$ cat src/rtl/sdadc_pkg.sv
// Package: shared frame geometry and sequencer state type for the host reader.
// Assumes one frame is a 16-bit result followed by 8 status bits.
package sdadc_pkg;

    localparam int FRAME_BITS  = 24;
    localparam int RESULT_BITS = 16;
    localparam int STATUS_BITS = FRAME_BITS - RESULT_BITS;

    typedef enum logic [1:0] {
        SEQ_RESET   = 2'd0,
        SEQ_POWERUP = 2'd1,
        SEQ_WAIT    = 2'd2,
        SEQ_READ    = 2'd3
    } seq_state_t;

    // Largest of three cycle counts, used to size a shared timer.
    function automatic int max3(input int a, input int b, input int c);
        int m;
        m = (a > b) ? a : b;
        return (m > c) ? m : c;
    endfunction

endpackage

$ cat src/rtl/sdadc_line_sync.sv
// Module: synchroniser and falling-transition detector for the shared
// data/ready line. Assumes the line is asynchronous to clk. All stages
// reset to 1 (the idle level), so a reset never produces a false edge.
module sdadc_line_sync #(
    parameter int STAGES = 2
) (
    input  logic clk,
    input  logic rst_n,
    input  logic line_i,
    output logic line_o,
    output logic fall_o
);

    logic [STAGES-1:0] sync_q;
    logic              prev_q;

    generate
        if (STAGES == 1) begin : g_single
            // Single-stage capture of the line.
            always_ff @(posedge clk) begin
                if (!rst_n) sync_q <= '1;
                else        sync_q <= line_i;
            end
        end else begin : g_chain
            // Multi-stage shift chain toward the synchronised output.
            always_ff @(posedge clk) begin
                if (!rst_n) sync_q <= '1;
                else        sync_q <= {sync_q[STAGES-2:0], line_i};
            end
        end
    endgenerate

    assign line_o = sync_q[STAGES-1];

    // Holds the previous synchronised level for edge detection.
    always_ff @(posedge clk) begin
        if (!rst_n) prev_q <= 1'b1;
        else        prev_q <= line_o;
    end

    assign fall_o = prev_q & ~line_o;

endmodule

$ cat src/rtl/sdadc_frame_shifter.sv
// Module: serial clock generator and frame shift register. When start_i is
// seen while idle, it drives FRAME_BITS clock periods, each low for
// SCLK_HALF cycles and then high for SCLK_HALF cycles, and samples din_i in
// the last cycle of each high phase. Assumes SCLK_HALF >= 2, so that data
// launched on a falling edge crosses the synchroniser before it is sampled.
module sdadc_frame_shifter #(
    parameter int FRAME_BITS = 24,
    parameter int SCLK_HALF  = 2
) (
    input  logic                  clk,
    input  logic                  rst_n,
    input  logic                  start_i,
    input  logic                  din_i,
    output logic                  sclk_o,
    output logic                  done_o,
    output logic [FRAME_BITS-1:0] frame_o
);

    localparam int DIV_W = $clog2(SCLK_HALF + 1);
    localparam int BIT_W = $clog2(FRAME_BITS);
    localparam logic [DIV_W-1:0] DIV_LAST = DIV_W'(SCLK_HALF - 1);
    localparam logic [BIT_W-1:0] BIT_LAST = BIT_W'(FRAME_BITS - 1);

    logic                  busy_q;
    logic                  sclk_q;
    logic [DIV_W-1:0]      div_q;
    logic [BIT_W-1:0]      bit_q;
    logic [FRAME_BITS-1:0] shreg_q;
    logic                  phase_end;

    assign phase_end = (div_q == DIV_LAST);
    assign done_o    = busy_q & sclk_q & phase_end & (bit_q == BIT_LAST);
    assign frame_o   = {shreg_q[FRAME_BITS-2:0], din_i};
    assign sclk_o    = sclk_q;

    // Phase counter, serial clock level, bit counter and shift register.
    always_ff @(posedge clk) begin
        if (!rst_n) begin
            busy_q  <= 1'b0;
            sclk_q  <= 1'b1;
            div_q   <= '0;
            bit_q   <= '0;
            shreg_q <= '0;
        end else if (start_i && !busy_q) begin
            busy_q <= 1'b1;
            sclk_q <= 1'b0;
            div_q  <= '0;
            bit_q  <= '0;
        end else if (busy_q) begin
            if (phase_end) begin
                div_q <= '0;
                if (!sclk_q) begin
                    sclk_q <= 1'b1;
                end else begin
                    shreg_q <= {shreg_q[FRAME_BITS-2:0], din_i};
                    if (bit_q == BIT_LAST) begin
                        busy_q <= 1'b0;
                    end else begin
                        bit_q  <= bit_q + 1'b1;
                        sclk_q <= 1'b0;
                    end
                end
            end else begin
                div_q <= div_q + 1'b1;
            end
        end
    end

endmodule

$ cat src/rtl/sdadc_pwr_sequencer.sv
// Module: reset pulse, start-up wait, ready wait with timeout, and the
// settling timer. A single timer is shared by the reset, start-up and
// timeout intervals. A separate saturating counter measures time since the
// reset line last rose. Assumes every interval parameter is at least 1.
module sdadc_pwr_sequencer
    import sdadc_pkg::*;
#(
    parameter int RESET_CYC   = 16,
    parameter int PWRUP_CYC   = 100000,
    parameter int SETTLE_CYC  = 2400000,
    parameter int TIMEOUT_CYC = 1600000
) (
    input  logic clk,
    input  logic rst_n,
    input  logic ready_fall_i,
    input  logic frame_done_i,
    output logic read_start_o,
    output logic pdrst_n_o,
    output logic settled_o,
    output logic timeout_o
);

    localparam int TMR_MAX = max3(RESET_CYC, PWRUP_CYC, TIMEOUT_CYC);
    localparam int TMR_W   = $clog2(TMR_MAX + 1);
    localparam int SET_W   = $clog2(SETTLE_CYC + 1);
    localparam logic [TMR_W-1:0] RESET_LAST   = TMR_W'(RESET_CYC - 1);
    localparam logic [TMR_W-1:0] PWRUP_LAST   = TMR_W'(PWRUP_CYC - 1);
    localparam logic [TMR_W-1:0] TIMEOUT_LAST = TMR_W'(TIMEOUT_CYC - 1);
    localparam logic [SET_W-1:0] SETTLE_FULL  = SET_W'(SETTLE_CYC);

    seq_state_t       state_q, state_d;
    logic [TMR_W-1:0] tmr_q, tmr_d;
    logic [SET_W-1:0] settle_q;

    // Next-state and timer logic for the reset / start-up / wait / read sequence.
    always_comb begin
        state_d      = state_q;
        tmr_d        = tmr_q + 1'b1;
        read_start_o = 1'b0;
        timeout_o    = 1'b0;
        case (state_q)
            SEQ_RESET: begin
                if (tmr_q == RESET_LAST) begin
                    state_d = SEQ_POWERUP;
                    tmr_d   = '0;
                end
            end
            SEQ_POWERUP: begin
                if (tmr_q == PWRUP_LAST) begin
                    state_d = SEQ_WAIT;
                    tmr_d   = '0;
                end
            end
            SEQ_WAIT: begin
                if (ready_fall_i) begin
                    state_d      = SEQ_READ;
                    read_start_o = 1'b1;
                    tmr_d        = '0;
                end else if (tmr_q == TIMEOUT_LAST) begin
                    state_d   = SEQ_RESET;
                    timeout_o = 1'b1;
                    tmr_d     = '0;
                end
            end
            default: begin
                tmr_d = tmr_q;
                if (frame_done_i) begin
                    state_d = SEQ_WAIT;
                    tmr_d   = '0;
                end
            end
        endcase
    end

    // State and shared timer registers.
    always_ff @(posedge clk) begin
        if (!rst_n) begin
            state_q <= SEQ_RESET;
            tmr_q   <= '0;
        end else begin
            state_q <= state_d;
            tmr_q   <= tmr_d;
        end
    end

    // Saturating count of cycles since the reset line was released.
    always_ff @(posedge clk) begin
        if (!rst_n || state_q == SEQ_RESET) settle_q <= '0;
        else if (settle_q != SETTLE_FULL)   settle_q <= settle_q + 1'b1;
    end

    assign pdrst_n_o = (state_q != SEQ_RESET);
    assign settled_o = (settle_q == SETTLE_FULL);

endmodule

$ cat src/rtl/sdadc_host_reader.sv
// Module: top of the host reader. Joins the line synchroniser, the power
// sequencer and the frame shifter, and registers the parallel result,
// status, unsettled tag, valid strobe and sticky timeout flag. Assumes the
// converter returns its line high after a frame, before the next ready.
module sdadc_host_reader
    import sdadc_pkg::*;
#(
    parameter int RESET_CYC   = 16,
    parameter int PWRUP_CYC   = 100000,
    parameter int SETTLE_CYC  = 2400000,
    parameter int TIMEOUT_CYC = 1600000,
    parameter int SCLK_HALF   = 4,
    parameter int SYNC_STAGES = 2
) (
    input  logic                   clk,
    input  logic                   rst_n,
    output logic                   adc_pdrst_n_o,
    output logic                   adc_sclk_o,
    input  logic                   adc_data_rdy_i,
    output logic [RESULT_BITS-1:0] result_o,
    output logic [STATUS_BITS-1:0] status_o,
    output logic                   result_valid_o,
    output logic                   unsettled_o,
    output logic                   timeout_err_o
);

    logic                  line_s, line_fall;
    logic                  read_start, frame_done, settled, timeout_hit;
    logic [FRAME_BITS-1:0] frame_word;

    sdadc_line_sync #(
        .STAGES (SYNC_STAGES)
    ) u_sync (
        .clk    (clk),
        .rst_n  (rst_n),
        .line_i (adc_data_rdy_i),
        .line_o (line_s),
        .fall_o (line_fall)
    );

    sdadc_pwr_sequencer #(
        .RESET_CYC   (RESET_CYC),
        .PWRUP_CYC   (PWRUP_CYC),
        .SETTLE_CYC  (SETTLE_CYC),
        .TIMEOUT_CYC (TIMEOUT_CYC)
    ) u_seq (
        .clk          (clk),
        .rst_n        (rst_n),
        .ready_fall_i (line_fall),
        .frame_done_i (frame_done),
        .read_start_o (read_start),
        .pdrst_n_o    (adc_pdrst_n_o),
        .settled_o    (settled),
        .timeout_o    (timeout_hit)
    );

    sdadc_frame_shifter #(
        .FRAME_BITS (FRAME_BITS),
        .SCLK_HALF  (SCLK_HALF)
    ) u_shift (
        .clk     (clk),
        .rst_n   (rst_n),
        .start_i (read_start),
        .din_i   (line_s),
        .sclk_o  (adc_sclk_o),
        .done_o  (frame_done),
        .frame_o (frame_word)
    );

    // Output registers: result, status and tag update together with the strobe.
    always_ff @(posedge clk) begin
        if (!rst_n) begin
            result_o       <= '0;
            status_o       <= '0;
            unsettled_o    <= 1'b0;
            result_valid_o <= 1'b0;
        end else begin
            result_valid_o <= frame_done;
            if (frame_done) begin
                result_o    <= frame_word[FRAME_BITS-1:STATUS_BITS];
                status_o    <= frame_word[STATUS_BITS-1:0];
                unsettled_o <= ~settled;
            end
        end
    end

    // Sticky timeout flag, cleared when the next frame completes.
    always_ff @(posedge clk) begin
        if (!rst_n)           timeout_err_o <= 1'b0;
        else if (timeout_hit) timeout_err_o <= 1'b1;
        else if (frame_done)  timeout_err_o <= 1'b0;
    end

endmodule

$ cat config.mk
export PLATFORM = sky130hd
export DESIGN_NAME = sdadc_host_reader
export DESIGN_NICKNAME = d
export VERILOG_FILES = /design/src/rtl/sdadc_pkg.sv /design/src/rtl/sdadc_line_sync.sv /design/src/rtl/sdadc_frame_shifter.sv /design/src/rtl/sdadc_pwr_sequencer.sv /design/src/rtl/sdadc_host_reader.sv
export SDC_FILE = /design/constraint.sdc
export NUM_CORES = 1
export LEC_CHECK = 0
export BUFFER_PORTS_ARGS = -buffer_cell sky130_fd_sc_hd__buf_2
export CELL_PAD_IN_SITES_DETAIL_PLACEMENT = 1
export CELL_PAD_IN_SITES_GLOBAL_PLACEMENT = 2
export CORE_MARGIN = 2
export CORE_UTILIZATION = 39
export DETAILED_ROUTE_END_ITERATION = 10
export GPL_TIMING_DRIVEN = 0
export PLACE_DENSITY = 0.92
export SETUP_SLACK_MARGIN = 0.05
export SYNTH_ARGS = -nofsm -noshare
export SYNTH_HDL_FRONTEND = slang
export SYNTH_SLANG_ARGS = --single-unit
$ cat constraint.sdc
create_clock -name clk -period 3.45 [get_ports clk]
set_input_delay 0.69 -clock clk [delete_from_list [all_inputs] [get_ports clk]]
set_output_delay 0.69 -clock clk [all_outputs]
set_load 0.01 [all_outputs]
==> Yosys cells after proc, flatten, opt, wreduce, memory -nomap -nowiden <==
Index checks and enable logic that the tools add are counted.
{ "op_classes": {"reduce_logical": 15, "n_addsub": 4, "eq_ne": 12, "muxes": 30, "n_bitwise": 9} }
{ "op_table": {"columns": ["cell", "count"], "rows": [
  ["21-bit 2-to-1 mux", 5],
  ["21-bit one-hot mux with 3 select lines", 1],
  ["22-bit by 1-bit adder with 22-bit output, second input constant", 1],
  ["22-bit equality test, second input constant", 1],
  ["22-bit != test, second input constant", 1],
  ["21-bit by 1-bit adder with 21-bit output, second input constant", 1],
  ["21-bit by 17-bit equality test with 1-bit output, second input constant", 1],
  ["21-bit equality test, second input constant", 1],
  ["21-bit by 4-bit equality test with 1-bit output, second input constant", 1],
  ["1-bit 2-to-1 mux", 17],
  ["4-bit AND reduction", 3],
  ["2-bit 2-to-1 mux", 5],
  ["2-bit nonzero test", 4],
  ["2-bit one-hot mux with 3 select lines", 1],
  ["5-bit by 1-bit adder with 5-bit output, second input constant", 1],
  ["5-bit equality test, second input constant", 1],
  ["1-bit inverter", 5],
  ["1-bit AND", 4],
  ["2-bit by 1-bit != test with 1-bit output, second input constant", 2],
  ["4-bit nonzero test", 1],
  ["3-bit by 1-bit adder with 3-bit output, second input constant", 1],
  ["3-bit by 2-bit equality test with 1-bit output, second input constant", 1],
  ["3-bit 2-to-1 mux", 1],
  ["3-bit by 2-bit != test with 1-bit output, second input constant", 1],
  ["8 further kinds", 9]
]} }
{ "word_totals": {"in_bits": 3, "regBits": 108} }

==> Longest topological paths before layout <==
Gate-level depths: netlist of run 1.
{ "logic_depth": {"ltp_word": 7, "mapped_depth": 8, "depth_no_buf": 6} }

==> Hierarchy <==
From an unflattened synthesis of run 1, not the netlist that was laid out.
{ "hier_totals": {"hier_cells": 551, "area_unflattened_um2": 4959.8} }
{ "modules_own_cells": {"columns": ["mod", "area_per_inst_um2", "seq_area_each_um2", "instances", "cells_each"], "rows": [
  ["sdadc_pwr_sequencer", 2502.4, 900.9, 1, 304],
  ["sdadc_frame_shifter", 1346.3, 660.6, 1, 155],
  ["sdadc_host_reader", 1026.0, 540.5, 1, 85],
  ["sdadc_line_sync", 85.1, 60.1, 1, 7]
]} }

==> Least setup slack after synthesis of run 1 <==
Ideal clock, no wire load.
{ "synth_timing": {"path_kind": "register -> register", "from": "register u_shift.div_q[0]", "to": "register u_seq.tmr_q[6]", "t_arrival_ns": 1.930, "setup_time_ns": 0.143, "synth_period_minus_slack_ns": 2.072, "stages_incl_launch_ff": 8, "slack_ns": 1.378, "cell_sequence": "dfxtp_1 -> ha_1 -> nand4b_1 -> or2_2 -> clkbuf_1 -> and3_1 -> a2111oi_0 -> a311oi_1"} }
{ "synth_via": {"elab_chain_len": 4} }
{ "synth_lines": {"columns": ["item", "line_no", "rtl"], "rows": [
  ["from (decl)", "sdadc_frame_shifter.sv:26", "logic [DIV_W-1:0] div_q;"],
  ["from (signal assigned)", "sdadc_frame_shifter.sv:64", "div_q <= div_q + 1'b1;"],
  ["3-bit by 2-bit equality test with 1-bit output", "sdadc_frame_shifter.sv:31", "assign phase_end = (div_q == DIV_LAST);"],
  ["1-bit AND (2 in a row)", "sdadc_frame_shifter.sv:32", "assign done_o = busy_q & sclk_q & phase_end & (bit_q == BIT_LAST);"],
  ["4-bit nonzero test (no source line)", null, null],
  ["to (signal assigned)", "sdadc_pwr_sequencer.sv:82", "tmr_q <= tmr_d;"],
  ["to (decl)", "sdadc_pwr_sequencer.sv:32", "logic [TMR_W-1:0] tmr_q, tmr_d;"]
]} }
No other way between the ends.
A chain may end at the register's enable or synchronous reset.

==> Final worst setup path of run 1 <==
{ "layout_timing": {"from": "register u_shift.div_q[0]", "to": "register u_seq.tmr_q[2]"} }
Same word-level chain as after synthesis.

==> results of run 1 <==
flip-flops by register name, indices dropped and copies added, names as in the netlist:
signal	count
result_valid_o	1
u_seq.settle_q	22
result_o	16
u_shift.busy_q	1
unsettled_o	1
u_seq.tmr_q	21
u_shift.sclk_o	1
status_o	8
u_shift.bit_q	5
timeout_err_o	1
u_shift.div_q	3
u_shift.shreg_q	23
u_sync.sync_q	2
u_sync.prev_q	1
u_seq.state_q	2
how the worst max path moves through the flow:
stage,startpoint,endpoint,slack (ns),depth (start not counted)
final,u_shift.div_q[0]$_SDFFE_PP0P_,u_seq.tmr_q[2]$_SDFFE_PN0N_,0.96,7
after global routing,u_shift.div_q[0]$_SDFFE_PP0P_,u_seq.tmr_q[2]$_SDFFE_PN0N_,0.64,7
after CTS,u_shift.div_q[0]$_SDFFE_PP0P_,u_seq.tmr_q[2]$_SDFFE_PN0N_,0.96,7
after detailed placement,u_shift.div_q[0]$_SDFFE_PP0P_,u_seq.tmr_q[6]$_SDFFE_PN0N_,0.96,7
after global placement,u_seq.tmr_q[0]$_SDFFE_PN0N_,u_seq.tmr_q[18]$_SDFFE_PN0N_,1.0,7
after floorplan,u_shift.div_q[0]$_SDFFE_PP0P_,u_seq.tmr_q[6]$_SDFFE_PN0N_,1.38,7
synthesized netlist by cell type (6+ instances only):
| cell type | n | area, µm² |
|---|---|---|
| a21oi_1 | 57 | 285 |
| and3_1 | 10 | 62.6 |
| clkbuf_1 | 26 | 97.6 |
| dfxtp_1 | 108 | 2160 |
| inv_1 | 8 | 30.0 |
| nand2_1 | 125 | 469 |
| nand2b_1 | 6 | 37.5 |
| nand3_1 | 16 | 80.1 |
| nand4_1 | 15 | 93.8 |
| nor2_1 | 45 | 169 |
| nor3_1 | 9 | 45.0 |
| o21ai_0 | 12 | 60.1 |
| o21ai_2 | 10 | 87.6 |
| xnor2_1 | 13 | 114 |
| xor2_1 | 18 | 158 |
power by group through the flow:
stage	sequential, mW	combinational [mW]	clock (mW)
global placement	1.30	0.113	0
global route	1.27	0.133	1.14
finish	1.27	0.117	1.07
detailed placement	1.30	0.118	0
CTS	1.27	0.119	1.10
floorplan	1.29	0.0831	0
area by class of cell:
class                           count  share of cell area
Buffer                             29              0.0227
Clock buffer                        9              0.0431
Clock inverter                      7              0.0163
Inverter                            8             0.00574
Multi-Input combinational cell    407               0.435
Sequential cell                   108               0.413
Tap cell                          143              0.0342
Timing Repair Buffer               31              0.0297
logic make-up (layout without fill, tap and decap cells):
family | Yosys count | in the layout | share of synthesized area
compound gates | 105 | 105 | 0.144
flops | 108 | 108 | 0.471
mux | 5 | 5 | 0.0109
xor+xnor | 31 | 31 | 0.0592
simple gates | 261 | 261 | 0.269
fa+ha+maj | 5 | 5 | 0.0136
buf+inv | 37 | 84 | 0.0325
per-stage QoR:
step / std cells / cell area, µm²
floorplan: 552 / 4590
global placement: 726 / 4920
detailed placement: 726 / 4920
CTS: 742 / 5230
global route: 742 / 5230
finish: 742 / 5230
metal layers:
layer	track usage	wire length [µm]	vias up	part of all wire
met5	0	0	-	0
met4	0.0504	147	0	0.013
met3	0.0443	326	11	0.029
met2	0.313	5280	42	0.47
met1	0.241	5390	1886	0.48
li1	-	-	1992	-
==> key figures, run 1 <==
Run status
  – Status: finished clean

Clock network
  – Num CTS Buffers: 9
  – Clock network latency to the later pin of the worst-skew pair: 0.35 ns
  – Clk root buf: clkbuf_16
  – CTS tree: built
  – Clk buf depth: 2
  – Post-CTS Setup Repair Bufs: 0
  – CTS sink cnt: between 100 and 150
  – H-Tree Depth: 3
  – CTS Hold Bufs: 0
  – Clk slew on worst S/H paths: approximately 0.07 ns
  – Cts repair resizes: 0

Critical path
  – Element type at the critical path start: register
  – Required @ worst endpoint: around 3.7 ns
  – Crit path arrival time: roughly 2.7 ns
  – Reg2reg end: u_seq.tmr_q[2]$_SDFFE_PN0N_
  – FF-to-FF Start: u_shift.div_q[0]$_SDFFE_PP0P_
  – FF-to-FF path depth: 7
  – Critical Path Sink Type: register
  – Max FO, Critical Path: 9
  – Slowest cell delay on critical path: roughly 0.46 ns
  – Crit path max-delay cell type: a2111oi_0
  – CP delay by family, top: simple AND/OR/NAND/NOR gates
  – Critical path class: reg2reg
  – Cell Chain, Critical Path: ha_1 -> nand4b_1 -> or2_2 -> clkbuf_1 -> and3_1 -> a2111oi_0 -> a311oi_1
  – Worst path buffer plus inverter count: 1
  – R2R Setup Slk: ~0.96 ns

Routing
  – DR vias: ~4,000
  – Avg WL per Cell: roughly 15 µm
  – DRC viols: 0
  – First-iteration detailed-routing DRC count: ~160
  – Via density: 5.30
  – DRT Pass-1 Iters: 5
  – Final WL: 11.1 mm
  – ANT nets after route: 0

Placed design
  – Hpwl dp: just under 8 mm
  – Dpl ws: 0.955 ns
  – PortBufs: 31
  – Routability cong.: between 0.7 and 0.8

Synth
  – EDFF count, synth: 0
  – Yosys cell types: 47
  – Total of warnings raised by yosys: 0
  – Average cell area after synthesis: 8.31 µm²
  – Post-synthesis register bit count: between 100 and 150
  – Asr flop ratio synth: 0
  – Cell area after synthesis: between 4000 and 5000 µm²
  – Main synth FF type: dfxtp_1
  – Post-synthesis sequential area ratio: 0.471
  – Synthesized instance count: approximately 550
  – Syn_nets: 560

Power and ir drop
  – Total Power: about 2.5 mW
  – Internal: about 1.9 mW
  – Switch Pwr: 591 µW
  – Flop pwr share: 0.517
  – Pwr/cell area: between 400 and 500 nW/µm²
  – Switching Fraction: 0.241
  – Leakage power: roughly 1.8 nW
  – Peak supply drop: roughly 0.36 mV
  – Clk pwr share: 0.436
  – Combinational share of power: 0.048

Cells and area
  – Final Net Count: 602
  – Reg area: between 2000 and 2500 µm²
  – Most frequent cells in the layout: nand2_1, dfxtp_1, a21oi_1, nor2_1, buf_2
  – # fillers: approximately 1,400
  – Area growth from synthesis to layout: 14.0%
  – Final design utilization: 0.456
  – Commonest non-fill, non-tap cell in the layout: nand2_1
  – Antenna Cells: 0
  – Multi-input combinational cell area: approximately 2300 µm²
  – Share of layout cells above drive strength 1: 0.119

Global routing
  – Number of global-route vias before repair: 4,044
  – Overflow after GRT: 0
  – Gr usage total: 0.186
  – First-pass GRT wire length: 19.5 mm
  – Largest net degree at the start of global routing: 20
  – Antenna violations before repair: 0

STA
  – Min setup slack post-route: roughly 0.96 ns
  – Final setup fails: 0
  – Max Fclk: 0.401 GHz
  – Slew headroom: 0.512
  – Final Hold Fails: 0
  – Least-Margin Pin Slew: slightly above 0.7 ns
  – Tcrit/Tclk final: 0.722
  – Pins Over Slew Limit: 0
  – Hold WS: 0.414 ns
  – Clock Skew: around 0.0073 ns
  – Final setup TNS: 0 ns
  – Period minus WS final: roughly 2.5 ns
  – Unrepaired setup endpoints after global routing: no

Floorplan
  – Site row count: 39
  – DIE AREA: roughly 13,000 µm²
  – Die H: around 110 µm
  – CORE AREA: 11,500 µm²
  – Io pins: 32
  – Die width: about 110 µm
  – Initial core utilization: 0.400

Run
  – Max Cap Viol: 0

Worst hold path
  – Worst Hold Launch: u_sync.sync_q[0]$_SDFF_PN1_
  – Min-delay worst type: reg2reg
  – Hold Path Depth: 1
  – Hold EP: u_sync.sync_q[1]$_SDFF_PN1_
Power figures use the tool's default switching activity.
==> run 2: changes to the inputs <==
CORE_UTILIZATION = 36   (was 39)
PLACE_DENSITY = 0.86   (was 0.92)
clock period = 2.3 ns   (was 3.45 ns; I/O delays follow)
==> key figures, run 2 (same netlist as run 1, synthesis figures left out) <==
Run status
  – Status: finished clean

Cells and area
  – Reg area: 2170 µm² (+0.46%)
  – Largest registers: u_shift.shreg_q (23), u_seq.settle_q (22), u_seq.tmr_q (21)
  – Cell Count, Final, Fillers Out: 781 (+5.3%)
  – Multi-input combinational cell area: 2360 µm² (+3.7%)
  – Commonest non-fill, non-tap cell in the layout: nand2_1
  – Final Net Count: 612 (+1.7%)
  – Most frequent cells in the layout: nand2_1, dfxtp_1, a21oi_1, nor2_1, buf_2
  – Largest register FFs: 23 (unchanged)
  – Share of layout cells above drive strength 1: 0.167 (+0.0490)
  – Final design utilization: 0.436 (-0.0207)
  – Antenna Cells: 0 (unchanged)
  – # fillers: 1,544 (+11%)
  – Biggest register: u_shift.shreg_q
  – Area growth from synthesis to layout: 18.8%
  – Final Instance Area: 5450 µm² (+4.2%)

Critical path
  – Critical Path Source: u_seq.tmr_q[15]$_SDFFE_PN0N_
  – Critical Path Sink Type: register
  – Max FO, Critical Path: 7 (-2)
  – FF-to-FF Start: u_seq.tmr_q[15]$_SDFFE_PN0N_
  – Reg2reg end: u_seq.tmr_q[12]$_SDFFE_PN0N_
  – Crit path arrival time: 2.42 ns (-0.29 ns)
  – Element type at the critical path start: register
  – Required @ worst endpoint: 2.52 ns (-1.14 ns)
  – Critical path class: reg2reg
  – FF-to-FF path depth: 7 (unchanged)
  – CP Capture Point: u_seq.tmr_q[12]$_SDFFE_PN0N_
  – R2R Setup Slk: 0.10 ns (-0.86 ns)

Clock network
  – Clk buf depth: 2 (unchanged)
  – Clock network latency to the later pin of the worst-skew pair: 0.35 ns (about the same)
  – CTS tree: built
  – Clk root buf: clkbuf_16
  – Clk slew on worst S/H paths: 0.07 ns (about the same)
  – H-Tree Depth: 3 (unchanged)
  – Num CTS Buffers: 9 (unchanged)
  – CTS Hold Bufs: 0 (unchanged)
  – CTS sink cnt: 108 (unchanged)

STA
  – Final setup fails: 0 (unchanged)
  – Unrepaired setup endpoints after global routing: yes
  – Max Fclk: 0.455 GHz (+13%)
  – Min setup slack post-route: 0.103 ns (-0.856 ns)
  – Tcrit/Tclk final: 0.955 (+0.233)
  – Hold WS: 0.291 ns (-0.123 ns)
  – Period minus WS final: 2.20 ns (-0.294 ns)
  – Pins Over Slew Limit: 0 (unchanged)
  – Clock Skew: 0.00633 ns (-0.00100 ns)
  – Slew headroom: 0.519 (+0.00700)
  – Final Hold Fails: 0 (unchanged)
  – Least-Margin Pin Slew: 0.715 ns (-0.0104 ns)
  – Final setup TNS: 0 ns (unchanged)

Routing
  – DRT Pass-1 Iters: 4 (-1)
  – Avg WL per Cell: 14.9 µm (-1.0%)
  – DRC viols: 0 (unchanged)
  – First-iteration detailed-routing DRC count: 201 (+29%)
  – DR vias: 4,014 (+2.1%)
  – Via density: 5.14 (-3.0%)
  – Final WL: 11.6 mm (+4.2%)
  – ANT nets after route: 0 (unchanged)

Floorplan
  – Site row count: 41 (+5.1%)
  – Die H: 117 µm (+3.9%)
  – CORE AREA: 12,500 µm² (+9.2%)
  – Die width: 117 µm (+3.9%)
  – DIE AREA: 13,700 µm² (+8.0%)
  – Io pins: 32 (unchanged)
  – Initial core utilization: 0.366 (-0.0335)

Placed design
  – Post-placement cell count: 755 (+4.0%)
  – Placed cell areas: 4960 µm² (+0.74%)
  – Routability cong.: 0.791 (+2.6%)
  – Hpwl dp: 7.99 mm (+2.4%)
  – Dpl ws: -0.259 ns (-1.21 ns)
  – PortBufs: 31 (unchanged)

Power and ir drop
  – Leakage power: 1.84 nW (+3.6%)
  – Pwr/cell area: 680 nW/µm² (+45%)
  – Peak supply drop: 0.570 mV (+58%)
  – Total Power: 3.71 mW (+51%)

Global routing
  – Gr usage total: 0.175 (-0.0117)
  – Largest net degree at the start of global routing: 18 (-10%)
  – Antenna violations before repair: 0 (unchanged)
  – Number of global-route vias before repair: 3,823 (-5.5%)
  – First-pass GRT wire length: 18.8 mm (-3.7%)
  – Overflow after GRT: 0 (unchanged)

Run
  – Max Cap Viol: 0 (unchanged)

Worst hold path
  – Min-delay worst type: in2reg
## run 2: cell types whose count changed in the layout (fill, tap and decap cells not counted), moves of 3 or more
cell | previous run | this run
buf_4 | 0 | 10
dfxtp_1 | 108 | 102
dfxtp_2 | 0 | 5
nor2_1 | 45 | 41
a2111oi_0 | 4 | 1
clkbuf_1 | 26 | 23
nor2_2 | 0 | 3
o311ai_0 | 3 | 0
## run 2: worst min-delay path by stage
stage,slack (ns),from,cells past startpoint,endpoint
after floorplan,0.39,u_sync.sync_q[0]$_SDFF_PN1_,1,u_sync.sync_q[1]$_SDFF_PN1_
after global placement,0.40,u_sync.sync_q[0]$_SDFF_PN1_,1,u_sync.sync_q[1]$_SDFF_PN1_
after detailed placement,0.41,u_sync.sync_q[0]$_SDFF_PN1_,1,u_sync.sync_q[1]$_SDFF_PN1_
after CTS,0.28,adc_data_rdy_i,2,u_sync.sync_q[0]$_SDFF_PN1_
after global routing,0.28,adc_data_rdy_i,2,u_sync.sync_q[0]$_SDFF_PN1_
final,0.29,adc_data_rdy_i,2,u_sync.sync_q[0]$_SDFF_PN1_
## run 2: cell type report
cell class | count | share of cell area
inverters | 8 | 0.00551
multi-input cells | 407 | 0.433
clock inverters | 5 | 0.0108
repair buffers | 43 | 0.0457
flip-flops and latches | 108 | 0.398
clock buffers | 11 | 0.0445
plain buffers | 27 | 0.0227
well taps | 172 | 0.0395
## run 2: critical path: stages (launching register included)
cell and delay, ns:
dfxtp_4 0.36, or4_4 0.57, nor4_4 0.38, a21boi_4 0.16, o31ai_4 0.26, buf_4 0.17
buf_6 0.09, o211ai_1 0.09
## run 2: report_power, final
part | switching (mW) | internal (mW) | total, mW | leakage (nW)
logic | 0.142 | 0.0833 | 0.225 | 0.821
registers | 0.0201 | 1.88 | 1.90 | 0.874
clock network | 0.701 | 0.877 | 1.58 | 0.142
## run 2: layer usage
metal  GRT usage  part of all wire  vias up
li1            -                 -     2007
met1       0.230              0.48     1949
met2       0.287              0.48       46
met3      0.0469             0.031       12
met4      0.0400             0.012        0
met5           0                 0        -
## run 2: what timing repair did
item | 4_1_cts | 5_1_grt
setup endpoints to repair | 40 | 36
cloned | 0 | 1
setup buffers | 5 | 6
pin swaps | 3 | 9
resized for setup | 16 | 25
